--- config.mk ---
export PLATFORM = sky130hd
export DESIGN_NAME = quad_burst_sram
export DESIGN_NICKNAME = d
export VERILOG_FILES = /design/src/rtl/qbs_pkg.sv /design/src/rtl/qbs_in_reg.sv /design/src/rtl/qbs_rd_seq.sv /design/src/rtl/qbs_wr_seq.sv /design/src/rtl/qbs_array.sv /design/src/rtl/quad_burst_sram.sv
export SDC_FILE = /design/constraint.sdc
export NUM_CORES = 1
export LEC_CHECK = 0
export BUFFER_PORTS_ARGS = -buffer_cell sky130_fd_sc_hd__buf_2
export CORE_MARGIN = 1
export CORE_UTILIZATION = 35
export DETAILED_ROUTE_END_ITERATION = 6
export PLACE_DENSITY_LB_ADDON = 0.05
export SETUP_SLACK_MARGIN = 0.2
export SLEW_MARGIN = 20
export SYNTH_ARGS = -nofsm -noshare
export SYNTH_HDL_FRONTEND = slang
export SYNTH_SLANG_ARGS = --single-unit
--- constraint.sdc ---
create_clock -name clk -period 3 [get_ports clk]
set_clock_uncertainty 0.05 [all_clocks]
set_input_delay 0.15 -clock clk [delete_from_list [all_inputs] [get_ports clk]]
set_output_delay 0.15 -clock clk [all_outputs]
set_load 0.1 [all_outputs]
--- src/rtl/qbs_pkg.sv ---
package qbs_pkg;
  localparam int LANE_W    = 9;
  localparam int BURST     = 4;
  localparam int BEAT_W    = $clog2(BURST);
  localparam logic [BEAT_W-1:0] LAST_BEAT = BEAT_W'(BURST - 1);
endpackage

--- src/rtl/qbs_in_reg.sv ---
module qbs_in_reg
  import qbs_pkg::*;
#(
  parameter int ADDR_W = 4,
  parameter int WORD_W = 18,
  parameter int LANES  = 2
) (
  input  logic              clk,
  input  logic              rst_n,
  input  logic [ADDR_W-1:0] addr,
  input  logic              rd_sel_n,
  input  logic              wr_sel_n,
  input  logic [WORD_W-1:0] wdata,
  input  logic [LANES-1:0]  wbe,
  output logic              ph,
  output logic              q_rd,
  output logic              q_wr,
  output logic [ADDR_W-1:0] q_addr,
  output logic [WORD_W-1:0] q_wdata,
  output logic [LANES-1:0]  q_wbe
);

  // Phase 0: the coming edge is a K slot (read address).
  // Phase 1: the coming edge is a K-bar slot (write address).
  always_ff @(posedge clk or negedge rst_n) begin
    if (!rst_n) begin
      ph      <= 1'b0;
      q_rd    <= 1'b0;
      q_wr    <= 1'b0;
      q_addr  <= '0;
      q_wdata <= '0;
      q_wbe   <= '0;
    end else begin
      ph      <= ~ph;
      q_rd    <= ~rd_sel_n & ~ph;
      q_wr    <= ~wr_sel_n &  ph;
      q_addr  <= addr;
      q_wdata <= wdata;
      q_wbe   <= wbe;
    end
  end

  AST_PHASE_ALT: assert property (@(posedge clk) disable iff (!rst_n)
    $past(rst_n) |-> (ph != $past(ph)));

endmodule

--- src/rtl/qbs_rd_seq.sv ---
module qbs_rd_seq
  import qbs_pkg::*;
#(
  parameter int ADDR_W = 4
) (
  input  logic                     clk,
  input  logic                     rst_n,
  input  logic                     req,
  input  logic [ADDR_W-1:0]        req_addr,
  output logic                     iss_v,
  output logic [ADDR_W+BEAT_W-1:0] iss_addr
);

  logic [1:0]        hist;   // accepts one and two cycles back
  logic              acc;
  logic              cmd_v;
  logic [ADDR_W-1:0] cmd_a;
  logic              act;
  logic [BEAT_W-1:0] beat;
  logic [ADDR_W-1:0] base;

  // A request in the slot right after an accepted one is dropped.
  assign acc = req & ~hist[1];

  always_ff @(posedge clk or negedge rst_n) begin
    if (!rst_n) begin
      hist  <= '0;
      cmd_v <= 1'b0;
      cmd_a <= '0;
    end else begin
      hist  <= {hist[0], acc};
      cmd_v <= acc;
      cmd_a <= req_addr;
    end
  end

  always_ff @(posedge clk or negedge rst_n) begin
    if (!rst_n) begin
      act  <= 1'b0;
      beat <= '0;
      base <= '0;
    end else if (cmd_v) begin
      act  <= 1'b1;
      beat <= '0;
      base <= cmd_a;
    end else if (act) begin
      if (beat == LAST_BEAT) act <= 1'b0;
      beat <= beat + 1'b1;
    end
  end

  assign iss_v    = act;
  assign iss_addr = {base, beat};

  AST_RD_SPACING: assert property (@(posedge clk) disable iff (!rst_n)
    cmd_v |-> !$past(cmd_v, 2));

  AST_RD_SEAMLESS: assert property (@(posedge clk) disable iff (!rst_n)
    cmd_v |-> (!act || beat == LAST_BEAT));

endmodule

--- src/rtl/qbs_wr_seq.sv ---
module qbs_wr_seq
  import qbs_pkg::*;
#(
  parameter int ADDR_W = 4,
  parameter int WORD_W = 18,
  parameter int LANES  = 2
) (
  input  logic                     clk,
  input  logic                     rst_n,
  input  logic                     req,
  input  logic [ADDR_W-1:0]        req_addr,
  input  logic [WORD_W-1:0]        beat_data,
  input  logic [LANES-1:0]         beat_be,
  output logic                     we,
  output logic [ADDR_W+BEAT_W-1:0] waddr,
  output logic [WORD_W-1:0]        wdata,
  output logic [LANES-1:0]         wbe
);

  logic [1:0]        hist;
  logic              acc;
  logic              act;
  logic [BEAT_W-1:0] beat;
  logic [ADDR_W-1:0] base;

  assign acc = req & ~hist[1];

  always_ff @(posedge clk or negedge rst_n) begin
    if (!rst_n) begin
      hist <= '0;
      act  <= 1'b0;
      beat <= '0;
      base <= '0;
    end else begin
      hist <= {hist[0], acc};
      if (acc) begin
        act  <= 1'b1;
        beat <= BEAT_W'(1);
        base <= req_addr;
      end else if (act) begin
        if (beat == LAST_BEAT) act <= 1'b0;
        beat <= beat + 1'b1;
      end
    end
  end

  // Beat 0 commits on the edge after the address edge; later beats follow.
  always_comb begin
    we    = acc | act;
    waddr = acc ? {req_addr, {BEAT_W{1'b0}}} : {base, beat};
    wdata = beat_data;
    wbe   = beat_be;
  end

  AST_WR_NO_OVERLAP: assert property (@(posedge clk) disable iff (!rst_n)
    acc |-> !act);

endmodule

--- src/rtl/qbs_array.sv ---
module qbs_array
  import qbs_pkg::*;
#(
  parameter int ADDR_W = 4,
  parameter int WORD_W = 18,
  parameter int LANES  = 2
) (
  input  logic                     clk,
  input  logic                     rst_n,
  input  logic                     we,
  input  logic [ADDR_W+BEAT_W-1:0] waddr,
  input  logic [WORD_W-1:0]        wdata,
  input  logic [LANES-1:0]         wbe,
  input  logic                     re,
  input  logic [ADDR_W+BEAT_W-1:0] raddr,
  output logic [WORD_W-1:0]        rdata,
  output logic                     rvalid
);

  localparam int WA_W  = ADDR_W + BEAT_W;
  localparam int DEPTH = 1 << WA_W;

  for (genvar l = 0; l < LANES; l++) begin : g_lane
    logic [LANE_W-1:0] cells [DEPTH];
    logic [LANE_W-1:0] rd_lane;

    always_ff @(posedge clk) begin
      if (we && wbe[l]) cells[waddr] <= wdata[l*LANE_W +: LANE_W];
    end

    always_ff @(posedge clk) begin
      if (re) rd_lane <= cells[raddr];
    end

    assign rdata[l*LANE_W +: LANE_W] = rd_lane;
  end

  always_ff @(posedge clk or negedge rst_n) begin
    if (!rst_n) rvalid <= 1'b0;
    else        rvalid <= re;
  end

  AST_WADDR_KNOWN: assert property (@(posedge clk) disable iff (!rst_n)
    we |-> !$isunknown(waddr));

endmodule

--- src/rtl/quad_burst_sram.sv ---
module quad_burst_sram
  import qbs_pkg::*;
#(
  parameter int ADDR_W = 4,
  parameter int WORD_W = 18
) (
  input  logic                     clk,
  input  logic                     rst_n,
  output logic                     slot_kbar,
  input  logic [ADDR_W-1:0]        addr,
  input  logic                     rd_sel_n,
  input  logic                     wr_sel_n,
  input  logic [WORD_W-1:0]        wdata,
  input  logic [WORD_W/LANE_W-1:0] wbe,
  output logic [WORD_W-1:0]        rdata,
  output logic                     rvalid
);

  localparam int LANES = WORD_W / LANE_W;
  localparam int WA_W  = ADDR_W + BEAT_W;

  logic              q_rd, q_wr;
  logic [ADDR_W-1:0] q_addr;
  logic [WORD_W-1:0] q_wdata;
  logic [LANES-1:0]  q_wbe;

  logic              iss_v;
  logic [WA_W-1:0]   iss_addr;

  logic              a_we;
  logic [WA_W-1:0]   a_waddr;
  logic [WORD_W-1:0] a_wdata;
  logic [LANES-1:0]  a_wbe;

  logic [WORD_W-1:0] arr_d;
  logic              arr_v;

  qbs_in_reg #(.ADDR_W(ADDR_W), .WORD_W(WORD_W), .LANES(LANES)) u_in (
    .clk(clk), .rst_n(rst_n), .addr(addr), .rd_sel_n(rd_sel_n),
    .wr_sel_n(wr_sel_n), .wdata(wdata), .wbe(wbe), .ph(slot_kbar),
    .q_rd(q_rd), .q_wr(q_wr), .q_addr(q_addr), .q_wdata(q_wdata),
    .q_wbe(q_wbe)
  );

  qbs_rd_seq #(.ADDR_W(ADDR_W)) u_rd (
    .clk(clk), .rst_n(rst_n), .req(q_rd), .req_addr(q_addr),
    .iss_v(iss_v), .iss_addr(iss_addr)
  );

  qbs_wr_seq #(.ADDR_W(ADDR_W), .WORD_W(WORD_W), .LANES(LANES)) u_wr (
    .clk(clk), .rst_n(rst_n), .req(q_wr), .req_addr(q_addr),
    .beat_data(q_wdata), .beat_be(q_wbe), .we(a_we), .waddr(a_waddr),
    .wdata(a_wdata), .wbe(a_wbe)
  );

  qbs_array #(.ADDR_W(ADDR_W), .WORD_W(WORD_W), .LANES(LANES)) u_arr (
    .clk(clk), .rst_n(rst_n), .we(a_we), .waddr(a_waddr), .wdata(a_wdata),
    .wbe(a_wbe), .re(iss_v), .raddr(iss_addr), .rdata(arr_d),
    .rvalid(arr_v)
  );

  // Output register stage.
  always_ff @(posedge clk or negedge rst_n) begin
    if (!rst_n) begin
      rdata  <= '0;
      rvalid <= 1'b0;
    end else begin
      rdata  <= arr_v ? arr_d : '0;
      rvalid <= arr_v;
    end
  end

  AST_BURST_FOUR: assert property (@(posedge clk) disable iff (!rst_n)
    $fell(rvalid) |-> $past(rvalid, 4));

endmodule

==> results.sh, run 1 <==
export IMPL_gp_congestion=0.778
export IMPL_antenna_found_initial=6
export IMPL_syn_area_per_cell_um2=20.8
export IMPL_worst_slew_pin_slew_ns=1.01
export IMPL_area_growth_syn_to_layout_pct=19.3
export IMPL_synth_top_area_share_pct=74.0
export IMPL_drv_cap=0
export IMPL_layout_drive_gt1_share_pct=30.0
export IMPL_endpoint="u_arr.g_lane[1].rd_lane[1]$_DFFE_PP_"
export IMPL_ant_nets=0
export IMPL_seq_area_frac_synth_pct=77.6
export IMPL_final_setup_tns_ns=0
export IMPL_status="finished, final reports clean"
export IMPL_row_count=134
export IMPL_seq_power_share_pct=42.7
export IMPL_crit_path_start="u_rd.base[2]$_DFFE_PN0P_"
export IMPL_firstDrtPassIters=5
export IMPL_instances_no_fill=4557
export IMPL_p_comb_share_pct=22.6
export IMPL_drtIter0Drc=2157
export IMPL_syn_cell_area_mm2=0.0475
export IMPL_p_clk_share_pct=34.7
export IMPL_start_util_pct=35.4
export IMPL_relSlewSlack_pct=32.5
export IMPL_clk_pin_slew_ns=0.06
export IMPL_ios=48
export IMPL_hold_viol=0
export IMPL_port_buffers=47
export IMPL_drc=0
export IMPL_p_sw_mw=13.6
export IMPL_root_buffer="clkbuf_16"
export IMPL_drv_slew=0
export IMPL_yosys_area_top_type="edfxtp_1"
export IMPL_die_h_um=370
export IMPL_clk_latency_ns=0.77
export IMPL_synth_common_cells="1,170 x edfxtp_1, 232 x mux4_2, 167 x nor2_1"
export IMPL_grt_first_pass_wirelength_mm=185
export IMPL_grt_pass1_vias=24600
export IMPL_synth_flop_cell="edfxtp_1"
export IMPL_cts_buffer_depth=3
export IMPL_timing_final_crit_share_pct=93.4
export IMPL_synthArstFlopShare_pct=5.57
export IMPL_final_setup_viol_count=0
export IMPL_synth_cell_types=42
export IMPL_reg2reg_from="u_rd.base[2]$_DFFE_PN0P_"
export IMPL_synth_edf_count=1170
export IMPL_die_w_um=370
export IMPL_core_mm2=0.134
export IMPL_synth_most_common_cell="edfxtp_1"
export IMPL_p_sw_share_pct=29.1
export IMPL_path_max_fanout=20
export IMPL_cp_arrival_ns=3.24
export IMPL_ys_top_cells_by_area="edfxtp_1 74%, mux4_2 11%, dfrtp_1 3.6%"
export IMPL_gr_total_overflow=0
export IMPL_wirelength_mm=130
export IMPL_wire_per_inst_um=28.5
export IMPL_cts_num_sinks=1239
export IMPL_seq_area_mm2=0.0369
export IMPL_fin_crit_ns=2.80
export IMPL_ff2ff_path_depth=4
export IMPL_fillers=11600
export IMPL_critPathLaunchType="flop"
export IMPL_rrSetupSlack_ns=0.20
export IMPL_holdCritPathClass="reg -> reg"
export IMPL_fmax_ghz=0.357
export IMPL_endpoint_kind="flop"
export IMPL_grt_setup_unrepaired="true"
export IMPL_cts_buffers=141
export IMPL_routed_via_density=5.20
export IMPL_htree_levels=4
export IMPL_timing_rr_end="u_arr.g_lane[1].rd_lane[1]$_DFFE_PP_"
export IMPL_ir_drop_mv=0.726
export IMPL_whs_ns=0.312
export IMPL_powerDensity_mw_per_mm2=828
export IMPL_place_inst=4244
export IMPL_vias=23700
export IMPL_path_class="reg -> reg"
export IMPL_synth_ff_latch_count=1239
export IMPL_nNetsFinal=2708
export IMPL_multi_input_area_mm2=0.00991
export IMPL_min_from="u_wr.hist[0]$_DFF_PN0_"
export IMPL_syn_nets=2309
export IMPL_dp_hpwl_mm=83.4
export IMPL_ys_warnings_count=0
export IMPL_grt_max_degree=65
export IMPL_netlist_instances=2279
export IMPL_tritoncts="done"
export IMPL_hold_depth=0
export IMPL_cellInternalPower_mw=33.3
export IMPL_leakagePower_nw=18.5
export IMPL_crit_required_ns=3.44
export IMPL_gr_usage_all_layers_pct=19.2
export IMPL_die_area_mm2=0.137
## per-layer routing
metal	part of all wire (%)	GRT usage, %
met5	0	0
met4	1.8	4.78
met3	4.8	3.28
met2	47	29.7
met1	47	28.0
## flip-flops by register name, summed over array words and instances, names as in the netlist
signal,count
u_arr.g_lane.cells,1152
u_wr.base,4
u_rd.iss_v,1
u_in.q_wbe,2
u_in.q_rd,1
u_rd.hist,2
u_arr.rvalid,1
u_rd.beat,2
u_wr.beat,2
u_in.q_wr,1
u_wr.hist,2
rdata,18
u_in.ph,1
u_wr.act,1
rvalid,1
u_rd.base,4
u_arr.g_lane.rd_lane,18
u_in.q_addr,4
u_in.q_wdata,18
u_rd.cmd_a,4
## through the flow
step / cell area, um2 / util, % / setup slack (ns) / power (mW)
2_1_floorplan: 47500 / - / 0.489 / 27.2
3_3_place_gp: 51600 / 38.5 / -0.262 / 31.0
3_5_place_dp: 51600 / 38.5 / -0.237 / 31.0
4_1_cts: 56500 / 42.2 / 0.176 / 47.5
5_1_grt: 56600 / 42.3 / 0.186 / 48.6
6_report: 56600 / 42.3 / 0.199 / 46.9
## critical path, cell delays in order, from the launching register on
cell and delay [ns]:
dfrtp_2 0.67, nor2b_2 0.67, a22oi_1 0.35, and3_1 0.27, nor4_1 0.49
## cells by family after synthesis
group	Yosys count	share of synthesized area [%]
buffers and inverters	131	1.78
muxes	400	14.6
adders and majority gates	2	0.0527
and+or+nand+nor	342	3.21
xor gates and xnor gates	2	0.0369
AOI/OAI and AO/OA	163	2.65
DFF	1239	77.6
## power groups by stage
stage | Combinational (mW) | Sequential (mW) | Clock [mW]
after floorplan | 6.14 | 21.0 | 0
after global placement | 10.6 | 20.4 | 0
after detailed placement | 10.6 | 20.4 | 0
after CTS | 10.8 | 20.0 | 16.7
after global routing | 11.2 | 20.1 | 17.3
final | 10.6 | 20.0 | 16.3
## what timing repair did
action | CTS | global route
pin swaps | 1 | 1
endpoints found under the setup margin | 9 | 178
resized for setup | 9 | 29
buffers inserted | 4 | 0
hold buffers | 55 | 0
endpoints found under the hold margin | 95 | 0
gates cloned | 0 | 0
## worst min-delay path by stage
stage	endpoint
global placement	u_in.q_addr[1]$_DFF_PN0_
global route	u_wr.hist[1]$_DFF_PN0_
CTS	u_wr.hist[1]$_DFF_PN0_
finish	u_wr.hist[1]$_DFF_PN0_
floorplan	rdata[0]$_DFF_PN0_
detailed placement	u_in.q_addr[3]$_DFF_PN0_
## placed cells by master, fill, tap and decap left out, types with 8 or more instances in the layout
master,n
nor2_1,145
mux4_2,232
a21oi_1,22
buf_4,248
buf_2,46
clkbuf_16,145
buf_12,26
a22oi_1,52
dlygate4sd3_1,54
edfxtp_1,1170
clkbuf_1,41
dfrtp_2,19
mux2_2,30
nand3_1,29
a221oi_1,23
nand4_1,12
and3_1,12
dfrtp_1,47
nor2_2,23
clkinv_8,8
a221oi_2,10
o21ai_0,10
inv_1,8
a211oi_1,12
o221ai_1,10
nand2_1,68
and2_1,21
nor2b_1,17
clkinv_2,20
mux2i_1,137
clkinv_1,29
## final cells by class
type / instances / area share [%]
diodes: 1 / 0.00442
inverters: 9 / 0.0596
multi-input cells: 909 / 17.5
clock buffers: 186 / 6.68
flip-flops and latches: 1239 / 65.1
well taps: 1768 / 3.91
repair buffers: 378 / 5.73
clock inverters: 67 / 0.996
(Power assumes the default switching activity.)
==> run 2, diff against run 1 <==
GPL_ROUTABILITY_DRIVEN = 0   (was default)
clock period = 3.4 ns   (was 3 ns; I/O delays follow)
==> run 2 against run 1 <==
  * Cell area down 0.52%
  * Worst hold slack got worse by 0.28 ns
  * First-iteration DRC count down 5.9%
  * Critical path depth is 2 higher
  * Count of clock-buffer cells in the layout down 6
  * Worst setup slack improved by 0.022 ns
  * Register-to-register slack gained 0.02 ns
  * Die area stayed put
  * Largest power group unchanged
  * Highest routed layer is now met5
==> results.sh, run 2 (same netlist as run 1, synthesis figures left out) <==
export IMPL_status="finished, final reports clean"
export IMPL_cts_num_sinks=1239
export IMPL_clk_pin_slew_ns=0.06
export IMPL_worst_slew_pin_slew_ns=1.09
export IMPL_grt_pass1_vias=24500
export IMPL_layout_drive_gt1_share_pct=28.8
export IMPL_htree_levels=4
export IMPL_ios=48
export IMPL_area_growth_syn_to_layout_pct=18.7
export IMPL_ff2ff_path_depth=6
export IMPL_drv_slew=0
export IMPL_clk_latency_ns=0.76
export IMPL_timing_final_crit_share_pct=93.5
export IMPL_root_buffer="clkbuf_16"
export IMPL_cts_buffer_depth=3
export IMPL_critPathLaunchType="flop"
export IMPL_gr_usage_all_layers_pct=19.4
export IMPL_ir_drop_mv=0.614
export IMPL_post_cts_setup_buffer_count=0
export IMPL_antenna_found_initial=12
export IMPL_drv_cap=0
export IMPL_final_common_cell="edfxtp_1"
export IMPL_routed_via_density=5.15
export IMPL_powerDensity_mw_per_mm2=742
export IMPL_ant_nets=0
export IMPL_final_setup_viol_count=0
export IMPL_dp_hpwl_mm=84.1
export IMPL_grt_setup_unrepaired="false"
export IMPL_die_w_um=370
export IMPL_final_cell_mix="1,170 x edfxtp_1, 232 x mux4_2, 217 x buf_4"
export IMPL_drtIter0Drc=2030
export IMPL_grt_first_pass_wirelength_mm=186
export IMPL_core_mm2=0.134
export IMPL_fin_crit_ns=3.18
export IMPL_wire_per_inst_um=28.9
export IMPL_endpoint_kind="flop"
export IMPL_rrSetupSlack_ns=0.22
export IMPL_final_setup_tns_ns=0
export IMPL_die_h_um=370
export IMPL_drc=0
export IMPL_start_util_pct=35.4
export IMPL_crit_required_ns=3.86
export IMPL_row_count=134
export IMPL_holdCritPathClass="in -> async"
export IMPL_path_max_fanout=24
export IMPL_largest_register_ffs=1152
export IMPL_cp_arrival_ns=3.64
export IMPL_fmax_ghz=0.315
export IMPL_wirelength_mm=131
export IMPL_gr_total_overflow=0
export IMPL_firstDrtPassIters=6
export IMPL_leakagePower_nw=18.3
export IMPL_total_power_mw=41.8
export IMPL_die_area_mm2=0.137
export IMPL_hold_viol=0
export IMPL_nNetsFinal=2664
export IMPL_tritoncts="done"
export IMPL_grt_max_degree=89
export IMPL_largest_register="u_arr.g_lane.cells"
export IMPL_cts_buffers=139
export IMPL_relSlewSlack_pct=27.4
export IMPL_path_class="reg -> reg"
export IMPL_port_buffers=47
export IMPL_vias=23300
run 2: layout make-up:
type	count	area, um2
timing repair buffer	336	2790
inverter	9	33.8
clock inverter	74	793
antenna	7	17.5
clock buffer	180	3780
fill	11600	77600
tap	1768	2210
sequential	1239	36900
multi-input combinational	909	9820
run 2: power breakdown:
group / total (mW) / leakage [nW] / switching (mW) / internal [mW]
Combinational: 8.89 / 4.73 / 5.24 / 3.64
Clock: 15.1 / 2.23 / 6.02 / 9.06
Sequential: 17.9 / 11.3 / 0.642 / 17.2
Total: 41.8 / 18.3 / 11.9 / 29.9
run 2: path summary, 6_finish.rpt:
check                                               from                                   end
worst max-delay path            u_rd.beat[1]$_DFFE_PN0P_  u_arr.g_lane[1].rd_lane[4]$_DFFE_PP_
worst min-delay path                               rst_n             u_in.q_wdata[2]$_DFF_PN0_
worst max register to register  u_rd.beat[1]$_DFFE_PN0P_  u_arr.g_lane[1].rd_lane[4]$_DFFE_PP_
worst min register to register    u_wr.hist[0]$_DFF_PN0_                u_wr.hist[1]$_DFF_PN0_
max in group asynchronous                          rst_n                    rdata[7]$_DFF_PN0_
min in group clk                  u_wr.hist[0]$_DFF_PN0_                u_wr.hist[1]$_DFF_PN0_
run 2: timing repair:
action | CTS | global route
gates resized for setup | 2 | 6
endpoints found under the setup margin | 2 | 44
hold buffers | 53 | 0
hold endpoints to repair | 84 | 0
run 2: per-stage QoR:
step           cell area [um2]  util, %  cells  hold slack (ns)  setup slack (ns)
6_report                 56300     42.1   4522           0.0342             0.221
5_1_grt                  56300     42.1   4515           0.0687             0.203
4_1_cts                  56300     42.0   4515           0.0174             0.203
3_5_place_dp             51200     38.2   4208            0.229             0.168
3_3_place_gp             51200     38.2   4208            0.228             0.149
2_1_floorplan            47500        -   2279           -0.176             0.889
run 2: metal layers:
metal,GRT usage (%),wire length (um),vias up
met4,5.57,2930,4
met5,0,22,-
met3,3.80,6740,192
li1,-,-,10100
met1,27.1,59100,12400
met2,30.6,61900,618
run 2: critical path: stages (launching register included):
cell	delay, ns
dfrtp_4	0.70
and2_1	0.61
buf_4	0.39
nand2_1	0.09
a41oi_1	0.32
o21ai_0	0.42
and4_1	0.34
==> run 3, diff against run 2 <==
GPL_TIMING_DRIVEN = 0   (was default)
==> run 3 against run 2 <==
  * Total power is 2.7% higher
  * Fmax is 8.5% lower
  * Die area stayed put
  * Worst hold slack better by 0.055 ns
  * The flow now finishes with violations (setup timing)
  * Clock power is 4% lower
  * Combinational power is 21% higher
  * Critical path depth stayed put
  * Cell area is 0.10% lower
  * Utilization hardly changed
  * Final cell count is 2.3% lower
  * Critical path type unchanged
  * Sequential share of layout area is 0.086 points higher
  * Flip-flop and latch count stayed put
==> results.sh, run 3 (same netlist as run 1, synthesis figures left out) <==
export IMPL_status="finished with violations"
export IMPL_violations="setup timing"
export IMPL_port_buffers=47
export IMPL_cp_arrival_ns=3.81
export IMPL_min_from="wdata[10]"
export IMPL_layout_drive_gt1_share_pct=30.9
export IMPL_grt_max_degree=65
export IMPL_slowest_stage="nand3_1"
export IMPL_largest_register_ffs=1152
export IMPL_ant_nets=0
export IMPL_core_mm2=0.134
export IMPL_path_class="reg -> reg"
export IMPL_timing_rr_end="u_arr.g_lane[0].cells[10][1]$_DFFE_PP_"
export IMPL_die_h_um=370
export IMPL_drv_cap=0
export IMPL_ff2ff_path_depth=6
export IMPL_clk_latency_ns=0.77
export IMPL_ir_drop_mv=0.621
export IMPL_tritoncts="done"
export IMPL_grt_pass1_vias=24800
export IMPL_fin_crit_ns=3.48
export IMPL_seq_power_share_pct=41.1
export IMPL_final_cell_mix="1,170 x edfxtp_1, 232 x mux4_2, 144 x clkbuf_16"
export IMPL_gr_total_overflow=0
export IMPL_holdCritPathClass="in -> reg"
export IMPL_path_max_fanout=9
export IMPL_holdPathEnd="u_in.q_wdata[10]$_DFF_PN0_"
export IMPL_die_w_um=370
export IMPL_largest_register="u_arr.g_lane.cells"
export IMPL_p_sw_share_pct=31.5
export IMPL_worst_slack_ns=-0.0758
export IMPL_start_util_pct=35.4
export IMPL_cp_top_family="simple AND/OR/NAND/NOR gates"
export IMPL_drv_slew=0
export IMPL_clk_pin_slew_ns=0.06
export IMPL_final_setup_viol_count=42
export IMPL_cts_buffer_depth=3
export IMPL_row_count=134
export IMPL_rrSetupSlack_ns=-0.08
export IMPL_endpoint_kind="flop"
export IMPL_dp_hpwl_mm=102
export IMPL_cts_buffers=139
export IMPL_firstDrtPassIters=7
export IMPL_powerDensity_mw_per_mm2=763
export IMPL_p_comb_share_pct=25.1
export IMPL_reg2reg_from="u_in.q_wr$_DFF_PN0_"
export IMPL_fmax_ghz=0.288
export IMPL_relSlewSlack_pct=8.79
export IMPL_path_buf_inv=1
export IMPL_hold_depth=2
export IMPL_vias=24000
export IMPL_hold_viol=0
export IMPL_place_ws_ns=-0.939
export IMPL_gr_usage_all_layers_pct=22.8
export IMPL_antenna_found_initial=9
export IMPL_final_util_pct=42.0
export IMPL_p_sw_mw=13.5
export IMPL_wire_per_inst_um=34.8
export IMPL_final_common_cell="edfxtp_1"
export IMPL_nNetsFinal=2570
export IMPL_drtIter0Drc=2617
export IMPL_worst_slew_pin_slew_ns=1.36
export IMPL_drc=0
export IMPL_area_growth_syn_to_layout_pct=18.6
export IMPL_wirelength_mm=154
export IMPL_slowest_delay_ns=1.03
export IMPL_crit_required_ns=3.73
export IMPL_path_cells="nand2b_1 -> buf_2 -> nand2_1 -> nor2_1 -> nand3_1 -> nor2_2"
export IMPL_timing_final_crit_share_pct=102
export IMPL_root_buffer="clkbuf_16"
export IMPL_grt_first_pass_wirelength_mm=209
export IMPL_critPathLaunchType="flop"
export IMPL_cellInternalPower_mw=29.4
export IMPL_routed_via_density=5.43
export IMPL_htree_levels=4
export IMPL_cts_num_sinks=1239
export IMPL_p_clk_share_pct=33.8
export IMPL_grt_setup_unrepaired="true"
export IMPL_leakagePower_nw=17.7
export IMPL_ios=48
export IMPL_die_area_mm2=0.137
-- run 3: cell types whose count changed in the layout (fill, tap and decap cells not counted), moves of 9 or more --
cell	delta
nor2_1	-119
nor2_4	+93
buf_2	+19
dfrtp_2	-10
clkbuf_1	+23
buf_4	-176
dlygate4sd3_1	-9
buf_6	+13
nor2_2	+26
clkbuf_2	+27
-- run 3: repair_timing --
action / CTS / global route
hold endpoints to repair: 95 / 0
gates cloned: 0 / 0
pin swaps: 2 / 6
hold buffers: 45 / 0
setup buffers: 7 / 10
resized for setup: 213 / 100
setup endpoints to repair: 1017 / 1006
-- run 3: cell type report --
| class | instances | area, um2 |
|---|---|---|
| antenna | 2 | 5.00 |
| buffer | 122 | 943 |
| clock buffer | 190 | 3820 |
| clock inverter | 57 | 507 |
| fill | 11600 | 77700 |
| inverter | 9 | 33.8 |
| multi-input combinational | 909 | 10700 |
| sequential | 1239 | 36900 |
| tap | 1768 | 2210 |
| timing repair buffer | 120 | 1110 |
-- run 3: stage by stage --
stage / setup TNS, ns / power [mW] / instances / hold WS [ns] / area, um2
floorplan: 0 / 24.0 / 2279 / -0.176 / 47500
global placement: -110.45 / 28.2 / 4094 / 0.227 / 49900
detailed placement: -135.93 / 28.4 / 4105 / 0.160 / 50300
CTS: -34.47 / 43.2 / 4404 / 0.0287 / 55800
global route: -3.14 / 44.1 / 4414 / 0.0751 / 56300
finish: -1.89 / 42.9 / 4416 / 0.0895 / 56300
-- run 3: power groups by stage --
stage / Clock, mW / Combinational, mW / Sequential, mW
after floorplan: 0 / 5.42 / 18.5
after global placement: 0 / 10.2 / 18.0
after detailed placement: 0 / 10.4 / 18.0
after CTS: 14.8 / 10.7 / 17.7
after global routing: 15.3 / 11.1 / 17.7
final: 14.5 / 10.8 / 17.7
-- run 3: worst max path at each step --
stage / from / endpoint / cells after the start
global placement: u_rd.base[0]$_DFFE_PN0P_ / u_arr.g_lane[0].rd_lane[5]$_DFFE_PP_ / 8
floorplan: u_wr.hist[1]$_DFF_PN0_ / u_arr.g_lane[1].cells[22][0]$_DFFE_PP_ / 9
detailed placement: u_rd.beat[1]$_DFFE_PN0P_ / u_arr.g_lane[0].rd_lane[6]$_DFFE_PP_ / 7
CTS: u_in.q_wr$_DFF_PN0_ / u_arr.g_lane[0].cells[7][3]$_DFFE_PP_ / 5
global route: u_wr.base[0]$_DFFE_PN0P_ / u_arr.g_lane[0].cells[24][8]$_DFFE_PP_ / 6
finish: u_in.q_wr$_DFF_PN0_ / u_arr.g_lane[0].cells[10][1]$_DFFE_PP_ / 6
-- run 3: layer usage --
layer	track usage (%)	vias to the layer above	routed length, um
li1	-	9931	-
met1	32.6	13100	69600
met2	35.3	744	71700
met3	4.28	161	8780
met4	6.84	0	3710
met5	0	-	0
